<file path="config.mk">
export PLATFORM = sky130hd
export DESIGN_NAME = hdtx_ctrl
export DESIGN_NICKNAME = d
export VERILOG_FILES = /design/src/rtl/hdtx_pkg.sv /design/src/rtl/hdtx_gap_timer.sv /design/src/rtl/hdtx_lfsr.sv /design/src/rtl/hdtx_backoff_calc.sv /design/src/rtl/hdtx_ctrl.sv
export SDC_FILE = /design/constraint.sdc
export NUM_CORES = 1
export LEC_CHECK = 0
export ABC_AREA = 1
export BUFFER_PORTS_ARGS = -buffer_cell sky130_fd_sc_hd__buf_2
export CORE_AREA = 2 2 96 145
export CTS_BUF_LIST = sky130_fd_sc_hd__clkbuf_4
export DETAILED_ROUTE_END_ITERATION = 8
export DIE_AREA = 0 0 98 147
export PLACE_DENSITY = 0.55
export SLEW_MARGIN = 40
export SYNTH_ARGS = -nofsm -noshare
export SYNTH_HDL_FRONTEND = slang
export SYNTH_SLANG_ARGS = --single-unit
</file>
<file path="constraint.sdc">
create_clock -name clk -period 2.2 [get_ports clk]
set_input_delay 0.33 -clock clk [delete_from_list [all_inputs] [get_ports clk]]
set_output_delay 0.33 -clock clk [all_outputs]
set_load 0.05 [all_outputs]
</file>
<file path="src/rtl/hdtx_pkg.sv">
package hdtx_pkg;

  typedef enum logic [1:0] {
    ST_IDLE    = 2'd0,
    ST_TX      = 2'd1,
    ST_JAM     = 2'd2,
    ST_BACKOFF = 2'd3
  } hdtx_state_e;

  localparam logic [15:0] LFSR_SEED = 16'hACE1;

  // One step of the 16-bit pseudo-random source (taps 15,13,12,10).
  function automatic logic [15:0] lfsr_step(input logic [15:0] cur);
    logic fb;
    fb = cur[15] ^ cur[13] ^ cur[12] ^ cur[10];
    return {cur[14:0], fb};
  endfunction

endpackage

</file>
<file path="src/rtl/hdtx_gap_timer.sv">
module hdtx_gap_timer #(
  parameter int IPG_BITS = 96
) (
  input  logic clk,
  input  logic rst_n,
  input  logic tick,
  input  logic clear,
  output logic gap_ok
);
  localparam int GAP_W = $clog2(IPG_BITS + 1);

  logic [GAP_W-1:0] gap_cnt;

  always_ff @(posedge clk) begin
    if (!rst_n) begin
      gap_cnt <= '0;
    end else if (clear) begin
      gap_cnt <= '0;
    end else if (tick && (gap_cnt != GAP_W'(IPG_BITS))) begin
      gap_cnt <= gap_cnt + GAP_W'(1);
    end
  end

  assign gap_ok = (gap_cnt == GAP_W'(IPG_BITS));
endmodule

</file>
<file path="src/rtl/hdtx_lfsr.sv">
module hdtx_lfsr #(
  parameter int OUT_W = 10
) (
  input  logic             clk,
  input  logic             rst_n,
  output logic [OUT_W-1:0] rnd
);
  import hdtx_pkg::*;

  logic [15:0] state_q;

  always_ff @(posedge clk) begin
    if (!rst_n) state_q <= LFSR_SEED;
    else        state_q <= lfsr_step(state_q);
  end

  assign rnd = state_q[OUT_W-1:0];
endmodule

</file>
<file path="src/rtl/hdtx_backoff_calc.sv">
module hdtx_backoff_calc #(
  parameter int SLOT_BITS     = 512,
  parameter int BACKOFF_LIMIT = 10,
  parameter int NCOL_W        = 5,
  parameter int BO_W          = 20
) (
  input  logic [NCOL_W-1:0]        ncol,
  input  logic [BACKOFF_LIMIT-1:0] rnd,
  output logic [BO_W-1:0]          delay
);
  logic [BACKOFF_LIMIT-1:0] slots;

  // Bit i of the slot count survives only once more than i collisions occurred,
  // which truncates the window at BACKOFF_LIMIT bits.
  for (genvar i = 0; i < BACKOFF_LIMIT; i++) begin : g_win
    assign slots[i] = rnd[i] & (32'(ncol) > i);
  end

  assign delay = BO_W'(slots) * BO_W'(SLOT_BITS);
endmodule

</file>
<file path="src/rtl/hdtx_ctrl.sv">
module hdtx_ctrl #(
  parameter int IPG_BITS      = 96,
  parameter int SLOT_BITS     = 512,
  parameter int JAM_BITS      = 32,
  parameter int ATTEMPT_LIMIT = 16,
  parameter int BACKOFF_LIMIT = 10
) (
  input  logic clk,
  input  logic rst_n,
  input  logic tick,
  input  logic full_duplex,
  input  logic tx_req,
  input  logic crs,
  input  logic col,
  input  logic frame_done,
  output logic tx_start,
  output logic jam,
  output logic retry,
  output logic drop
);
  import hdtx_pkg::*;

  localparam int BIT_W  = $clog2(SLOT_BITS + 1);
  localparam int JAM_W  = $clog2(JAM_BITS + 1);
  localparam int NCOL_W = $clog2(ATTEMPT_LIMIT + 1);
  localparam int BO_W   = BACKOFF_LIMIT + $clog2(SLOT_BITS + 1);

  hdtx_state_e          state;
  logic [BIT_W-1:0]     bit_cnt;
  logic [JAM_W-1:0]     jam_cnt;
  logic [NCOL_W-1:0]    ncol;
  logic                 late_q;
  logic [BO_W-1:0]      bo_cnt;
  logic [BO_W-1:0]      bo_delay;
  logic [BACKOFF_LIMIT-1:0] rnd;

  // Named internal events, also observed by the checker.
  logic gap_ok;
  logic gap_clear;
  logic start_evt;
  logic col_evt;
  logic done_evt;
  logic jam_end;
  logic give_up;
  logic bo_done;

  assign start_evt = (state == ST_IDLE) && tx_req && gap_ok;
  assign col_evt   = (state == ST_TX) && col && !full_duplex;
  assign done_evt  = (state == ST_TX) && frame_done && !col_evt;
  assign jam_end   = (state == ST_JAM) && tick && (jam_cnt == JAM_W'(JAM_BITS - 1));
  assign give_up   = late_q || (ncol == NCOL_W'(ATTEMPT_LIMIT));
  assign bo_done   = (state == ST_BACKOFF) && (bo_cnt == '0);
  assign gap_clear = (state == ST_TX) || (state == ST_JAM) ||
                     ((ncol != '0) && crs && !full_duplex);

  hdtx_gap_timer #(.IPG_BITS(IPG_BITS)) u_gap (
    .clk    (clk),
    .rst_n  (rst_n),
    .tick   (tick),
    .clear  (gap_clear),
    .gap_ok (gap_ok)
  );

  hdtx_lfsr #(.OUT_W(BACKOFF_LIMIT)) u_rng (
    .clk   (clk),
    .rst_n (rst_n),
    .rnd   (rnd)
  );

  hdtx_backoff_calc #(
    .SLOT_BITS     (SLOT_BITS),
    .BACKOFF_LIMIT (BACKOFF_LIMIT),
    .NCOL_W        (NCOL_W),
    .BO_W          (BO_W)
  ) u_bo (
    .ncol  (ncol),
    .rnd   (rnd),
    .delay (bo_delay)
  );

  always_ff @(posedge clk) begin
    if (!rst_n) begin
      state    <= ST_IDLE;
      bit_cnt  <= '0;
      jam_cnt  <= '0;
      ncol     <= '0;
      late_q   <= 1'b0;
      bo_cnt   <= '0;
      tx_start <= 1'b0;
      retry    <= 1'b0;
      drop     <= 1'b0;
    end else begin
      tx_start <= start_evt;
      retry    <= jam_end && !give_up;
      drop     <= jam_end && give_up;
      unique case (state)
        ST_IDLE: begin
          if (start_evt) begin
            state   <= ST_TX;
            bit_cnt <= '0;
          end
        end
        ST_TX: begin
          if (col_evt) begin
            state   <= ST_JAM;
            jam_cnt <= '0;
            late_q  <= (bit_cnt == BIT_W'(SLOT_BITS));
            ncol    <= ncol + NCOL_W'(1);
          end else if (done_evt) begin
            state <= ST_IDLE;
            ncol  <= '0;
          end else if (tick && (bit_cnt != BIT_W'(SLOT_BITS))) begin
            bit_cnt <= bit_cnt + BIT_W'(1);
          end
        end
        ST_JAM: begin
          if (jam_end) begin
            if (give_up) begin
              state <= ST_IDLE;
              ncol  <= '0;
            end else begin
              state  <= ST_BACKOFF;
              bo_cnt <= bo_delay;
            end
          end else if (tick) begin
            jam_cnt <= jam_cnt + JAM_W'(1);
          end
        end
        ST_BACKOFF: begin
          if (bo_done)   state  <= ST_IDLE;
          else if (tick) bo_cnt <= bo_cnt - BO_W'(1);
        end
        default: state <= ST_IDLE;
      endcase
    end
  end

  assign jam = (state == ST_JAM);
endmodule

</file>
* Word level (Yosys, flattened, before mapping)
Cells that the tools add are included.
Storage, ports and cells: register bits after elaboration 70, bits of input ports 8, output and inout port bits 4, word-level logic and storage cells 123
Cells by class: add/subtract/negate cells 5, magnitude comparators 10, equality and inequality tests 23, muxes and demuxes 26, bitwise gates (word level) 14, reduce and logical (&&, ||, !) cells 34
Operators by type and width (number):
- two-way mux 20 bit | 4
- two-way mux 10 bit | 4
- one-hot mux 20 bit (2 select lines) | 1
- > comparator 5 x 3 -> 1 bit (second input constant) | 4
- logical NOT 20 bit | 1
- two-way mux 5 bit | 4
- != test 2 bit (second input constant) | 10
- one-hot mux 10 bit (2 select lines) | 1
- subtractor 20 x 1 -> 20 bit (second input constant) | 1
- two-way mux 6 bit | 3
- logical AND 1 bit | 15
- two-way mux 2 bit | 6
- one-hot mux 6 bit (2 select lines) | 1
- AND reduction 4 bit | 3
- adder 10 x 1 -> 10 bit (second input constant) | 1
- AND 1 bit | 10
- == test 10 bit (second input constant) | 1
- > comparator 5 x 1 -> 1 bit (second input constant) | 2
- > comparator 5 x 2 -> 1 bit (second input constant) | 2
- > comparator 5 x 4 -> 1 bit (second input constant) | 2
- != test 10 bit (second input constant) | 1
- one-hot mux 5 bit (2 select lines) | 1
- AND reduction 5 bit | 2
- one-hot mux 2 bit (4 select lines) | 1
- other kinds (20) | 31

* Logic depth before layout (Yosys ltp)
depth after elaboration 8, depth in mapped cells 14, gate-level depth less buffers 13

* Cells and area by module
Synthesis repeated with hierarchy kept, for this count alone.
Unflattened totals: cells, all modules 719, area, all modules 4465.5 sq um
By module, submodules not included:
- hdtx_ctrl | times used 1, cells an instance 531, area each 3135.5 sq um, sequential area each 940.9 sq um
- hdtx_lfsr | times used 1, cells an instance 75, area each 611.8 sq um, sequential area each 320.3 sq um
- hdtx_gap_timer | times used 1, cells an instance 70, area each 486.7 sq um, sequential area each 140.1 sq um
- hdtx_backoff_calc | times used 1, cells an instance 43, area each 231.5 sq um, sequential area each 0.0 sq um

* Least setup slack after synthesis
OpenSTA, ideal clock, no wires.
kind flip-flop to flip-flop, start point register state[0], end point register bo_cnt[10], setup time 0.136 ns, arrival 1.901 ns, data required time 2.064 ns, setup slack 0.162 ns, stages on the path, launching flop included 14, path buffers 2, clock period less this slack 2.038 ns, cells stage by stage dfxtp_1 -> inv_1 -> ha_1 -> buf_2 -> nand2_1 -> nor2_1 -> nand2_1 -> nand2_1 -> nand2_1 -> inv_2 -> nand2_4 -> buf_6 -> nand2_1 -> a21oi_2
Between the ends: longest elaborated chain between the ends 5, elaborated cells on any way between the ends 12, those cells by class 6 x eq/ne; 1 x mux; 5 x reduce/logical
RTL lines:
- from (decl) | RTL line hdtx_ctrl.sv:28 | hdtx_state_e state;
- from (signal assigned) | RTL line hdtx_ctrl.sv:83 | state <= ST_IDLE;
- from (signal assigned) | RTL line hdtx_ctrl.sv:99 | state <= ST_TX;
- from (signal assigned) | RTL line hdtx_ctrl.sv:105 | state <= ST_JAM;
- == test 2 bit *
- net jam | RTL line hdtx_ctrl.sv:17 | output logic jam,
- logical AND 1 bit (2 in a row) | RTL line hdtx_ctrl.sv:50 | assign jam_end = (state == ST_JAM) && tick && (jam_cnt == JAM_W'(JAM_BITS - 1));
- != test 2 x 1 -> 1 bit (no source line)
- AND reduction 5 bit (no source line)
- to (signal assigned) | RTL line hdtx_ctrl.sv:123 | bo_cnt <= bo_delay;
- to (signal assigned) | RTL line hdtx_ctrl.sv:131 | else if (tick) bo_cnt <= bo_cnt - BO_W'(1);
- to (decl) | RTL line hdtx_ctrl.sv:33 | logic [BO_W-1:0] bo_cnt;
The timed path passes the listed nets; every way through them passes the cells marked *. A chain may end at the register's enable or synchronous reset.

* Worst setup path in the final report
start point register state[0], end point register jam_cnt[5]
Between the ends: longest elaborated chain between the ends 5, elaborated cells on any way between the ends 12, those cells by class 5 x eq/ne; 1 x mux; 6 x reduce/logical
RTL lines:
- == test 2 x 1 -> 1 bit / == test 2 bit (equally long branches) | RTL line hdtx_ctrl.sv:48, hdtx_ctrl.sv:96, hdtx_ctrl.sv:50
- logical AND 1 bit, on equally long branches (2 in a row) | RTL line hdtx_ctrl.sv:48, hdtx_ctrl.sv:50
- != test 2 bit (no source line)
- AND reduction 4 bit (no source line)
- to (signal assigned) | RTL line hdtx_ctrl.sv:126 | jam_cnt <= jam_cnt + JAM_W'(1);
- to (decl) | RTL line hdtx_ctrl.sv:30 | logic [JAM_W-1:0] jam_cnt;
Parallel ways exist; a longest one is shown, timed or not.

==> flow_metrics.env <==
export IMPL_status="completed"
export IMPL_ys_seq_area_share_pct=34.9
export IMPL_crit_reg2reg_capture="jam_cnt[5]"
export IMPL_timing_hold_ws_ns=0.203
export IMPL_cts_root_buf="clkbuf_4"
export IMPL_slowest_delay_ns=0.41
export IMPL_post_dp_hpwl_mm=7.27
export IMPL_setup_violations=0
export IMPL_final_core_util_pct=33.1
export IMPL_drt_total_wl_mm=9.55
export IMPL_dp_slack_ns=0.175
export IMPL_grt_overflow=0
export IMPL_p_sw_share_pct=35.8
export IMPL_clk_pin_slew_worst_paths_ns=0.14
export IMPL_wire_per_inst_um=12.2
export IMPL_syn_area_um2=4010
export IMPL_synth_top_area_share_pct=34.9
export IMPL_row_count=52
export IMPL_antenna_left=0
export IMPL_ys_warn_count=0
export IMPL_cts_sink_count=70
export IMPL_hold_class="input port to flip-flop"
export IMPL_drv_cap=0
export IMPL_dp_cells=769
export IMPL_maxSlewViolCount=0
export IMPL_end_kind="flip-flop"
export IMPL_ff2ff_setup_slack_ns=0.19
export IMPL_clockBufferDepth=2
export IMPL_finalCritPeriodShare_pct=91.6
export IMPL_worstPathArrival_ns=2.33
export IMPL_power_switching_mw=1.08
export IMPL_drtIter0Drc=119
export IMPL_power_internal_mw=1.94
export IMPL_fp_dieH_um=147
export IMPL_synth_area_leaders="dfxtp_1 35%, nand2_1 15%, nor2_1 7.5%"
export IMPL_grt_pass1_wl_mm=16.4
export IMPL_slowest_stage="dfxtp_1"
export IMPL_power_density_nw_per_um2=691
export IMPL_worstPathRequired_ns=2.51
export IMPL_worstPathMaxFanout=10
export IMPL_n_fill_cell=1445
export IMPL_p_seq_share_pct=46.2
export IMPL_drcViolationCount=0
export IMPL_area_growth_pct=8.85
export IMPL_ir_worst_vdd_mv=0.276
export IMPL_dieArea_um2=14400
export IMPL_core_um2=13200
export IMPL_vias=3749
export IMPL_grt_max_degree=28
export IMPL_yosysTopAreaCell="dfxtp_1"
export IMPL_io_pins=12
export IMPL_post_cts_buffers=0
export IMPL_timing_hold_violations_final=0
export IMPL_place_congestion=0.856
export IMPL_hp_start="tx_req"
export IMPL_synth_seq_cells=70
export IMPL_critical_path_class="flip-flop to flip-flop"
export IMPL_startpoint_type="flip-flop"
export IMPL_grt_use_total_pct=14.1
export IMPL_fin_nets=641
export IMPL_cts_tree="done"
export IMPL_fp_dieW_um=98
export IMPL_numCtsBuffers=9
export IMPL_p_leak_nw=1.96
export IMPL_syn_nets=629
export IMPL_detail_route_vias_per_cell=4.77
export IMPL_portBuffers=11
export IMPL_rsz0062_at_grt="false"
export IMPL_p_comb_share_pct=25.5
export IMPL_tns_ns=0
export IMPL_r2r_start="state[0]"
export IMPL_initial_utilization_pct=30.4
export IMPL_hold_depth=4
export IMPL_hold_path_end="tx_start"
export IMPL_fin_crit_ns=2.01
export IMPL_worstSkewPairLatency_ns=0.45
export IMPL_drtPass1Iterations=4
export IMPL_rr_worst_depth=10
export IMPL_max_slew_margin_pct=61.8
export IMPL_critPathMostFrequentCell="nand2_1"
export IMPL_fmax_mhz=496
export IMPL_grt_pass1_vias=3682
export IMPL_crit_chain="inv_1 > ha_1 > nand2_1 > nor2_1 > nand2_1 > nand3_1 > nor3_1 > nand2_1 > nand2_1 > a21oi_1"
export IMPL_antenna_found_initial=1
export IMPL_syn_inst=606
export IMPL_fin_skew_ns=0.0228
export IMPL_pwr_share_clk_pct=28.3
export IMPL_avgSynthCellArea_um2=6.62
export IMPL_drive_gt1_share_pct=11.9
export IMPL_worst_slack_ns=0.186
export IMPL_cts_htree_levels=3
export IMPL_ys_types=35
export IMPL_worst_slew_pin_slew_ns=0.567
export IMPL_hold_buffers=0
export IMPL_final_cells=786
state kept, by name, summed over array words and instances (netlist names), 2 cells and up:
register / flops
state: 2
u_gap.gap_cnt: 7
u_rng.state_q: 16
jam_cnt: 6
bo_cnt: 20
bit_cnt: 10
ncol: 5
placed cells by master, fill, tap and decap left out, types with 5 or more instances in the layout:
cell,count
nand2_1,161
ha_1,14
buf_4,5
o21ai_0,26
xor2_1,11
or2_2,7
nand4_1,13
a21oi_1,33
inv_1,69
dfxtp_1,70
a21oi_2,12
nor3_1,10
nand3_1,43
buf_2,11
clkbuf_4,9
nor2_1,80
nand2_2,13
worst max path at each step:
stage	endpoint	depth (start not counted)	startpoint
after global placement	jam_cnt[5]	9	state[1]
after detailed placement	jam_cnt[5]	9	state[1]
after floorplan	bo_cnt[10]	13	state[0]
final	jam_cnt[5]	10	state[0]
after CTS	jam_cnt[5]	9	state[1]
after global routing	bo_cnt[0]	11	state[0]
synthesized netlist by cell type (all sizes together):
master,count
a21oi,45
xnor2,4
nand3b,3
xor2,11
nor2,83
nand4,13
or2,7
dfxtp,70
and3,1
inv,72
nand3,45
a31oi,1
buf,9
clkbuf,6
a21o,1
nor4,1
nand2,175
nor3b,3
clkinv,1
nor3,10
ha,15
o21ai,28
o21bai,2
final cells by class:
| type | count | area, um2 | area share [%] |
|---|---|---|---|
| diodes | 1 | 2.50 | 0.0573 |
| clock buffers | 9 | 67.6 | 1.55 |
| clock inverters | 7 | 73.8 | 1.69 |
| inverters | 73 | 274 | 6.27 |
| multi-input cells | 448 | 2250 | 51.6 |
| flip-flops and latches | 70 | 1400 | 32.1 |
| well taps | 162 | 203 | 4.64 |
| repair buffers | 16 | 92.6 | 2.12 |
per-layer routing:
layer / global-route usage, % / vias up / wire [um]
met4: 7.22 / 0 / 255
met2: 26.5 / 51 / 5220
li1: - / 1949 / -
met1: 14.1 / 1728 / 3840
met5: 0 / - / 0
met3: 3.47 / 21 / 235
worst max-delay path: cells and delay by family (launching register included):
| family | cells | cell delay, ns |
|---|---|---|
| simple gates | 7 | 0.96 |
| flops | 1 | 0.41 |
| fa+ha+maj | 1 | 0.33 |
| compound gates | 1 | 0.05 |
| buf+inv | 1 | 0.11 |
kinds of logic after synthesis:
group	synth area share (%)
and+or+nand+nor	37.2
xor gates and xnor gates	3.27
DFF	34.9
adders and majority gates	4.68
buffers and inverters	8.98
AOI/OAI and AO/OA	10.9
per-stage QoR:
step | cell area, um2 | power [mW]
2_1_floorplan | 4010 | 2.01
3_3_place_gp | 4220 | 2.18
3_5_place_dp | 4220 | 2.20
4_1_cts | 4360 | 3.07
5_1_grt | 4370 | 3.24
6_report | 4370 | 3.02
power by group through the flow:
stage	registers, mW	clock network, mW	logic, mW
6_report	1.39	0.855	0.771
5_1_grt	1.41	0.950	0.886
4_1_cts	1.40	0.895	0.778
3_5_place_dp	1.42	0	0.775
3_3_place_gp	1.42	0	0.755
2_1_floorplan	1.41	0	0.602
timing repair:
| item | in CTS | in global routing |
|---|---|---|
| setup endpoints to repair | 0 | 8 |
| gates resized for setup | 0 | 1 |
| endpoints found under the hold margin | 0 | 0 |
Note: power is estimated with default switching activity, not from simulation.
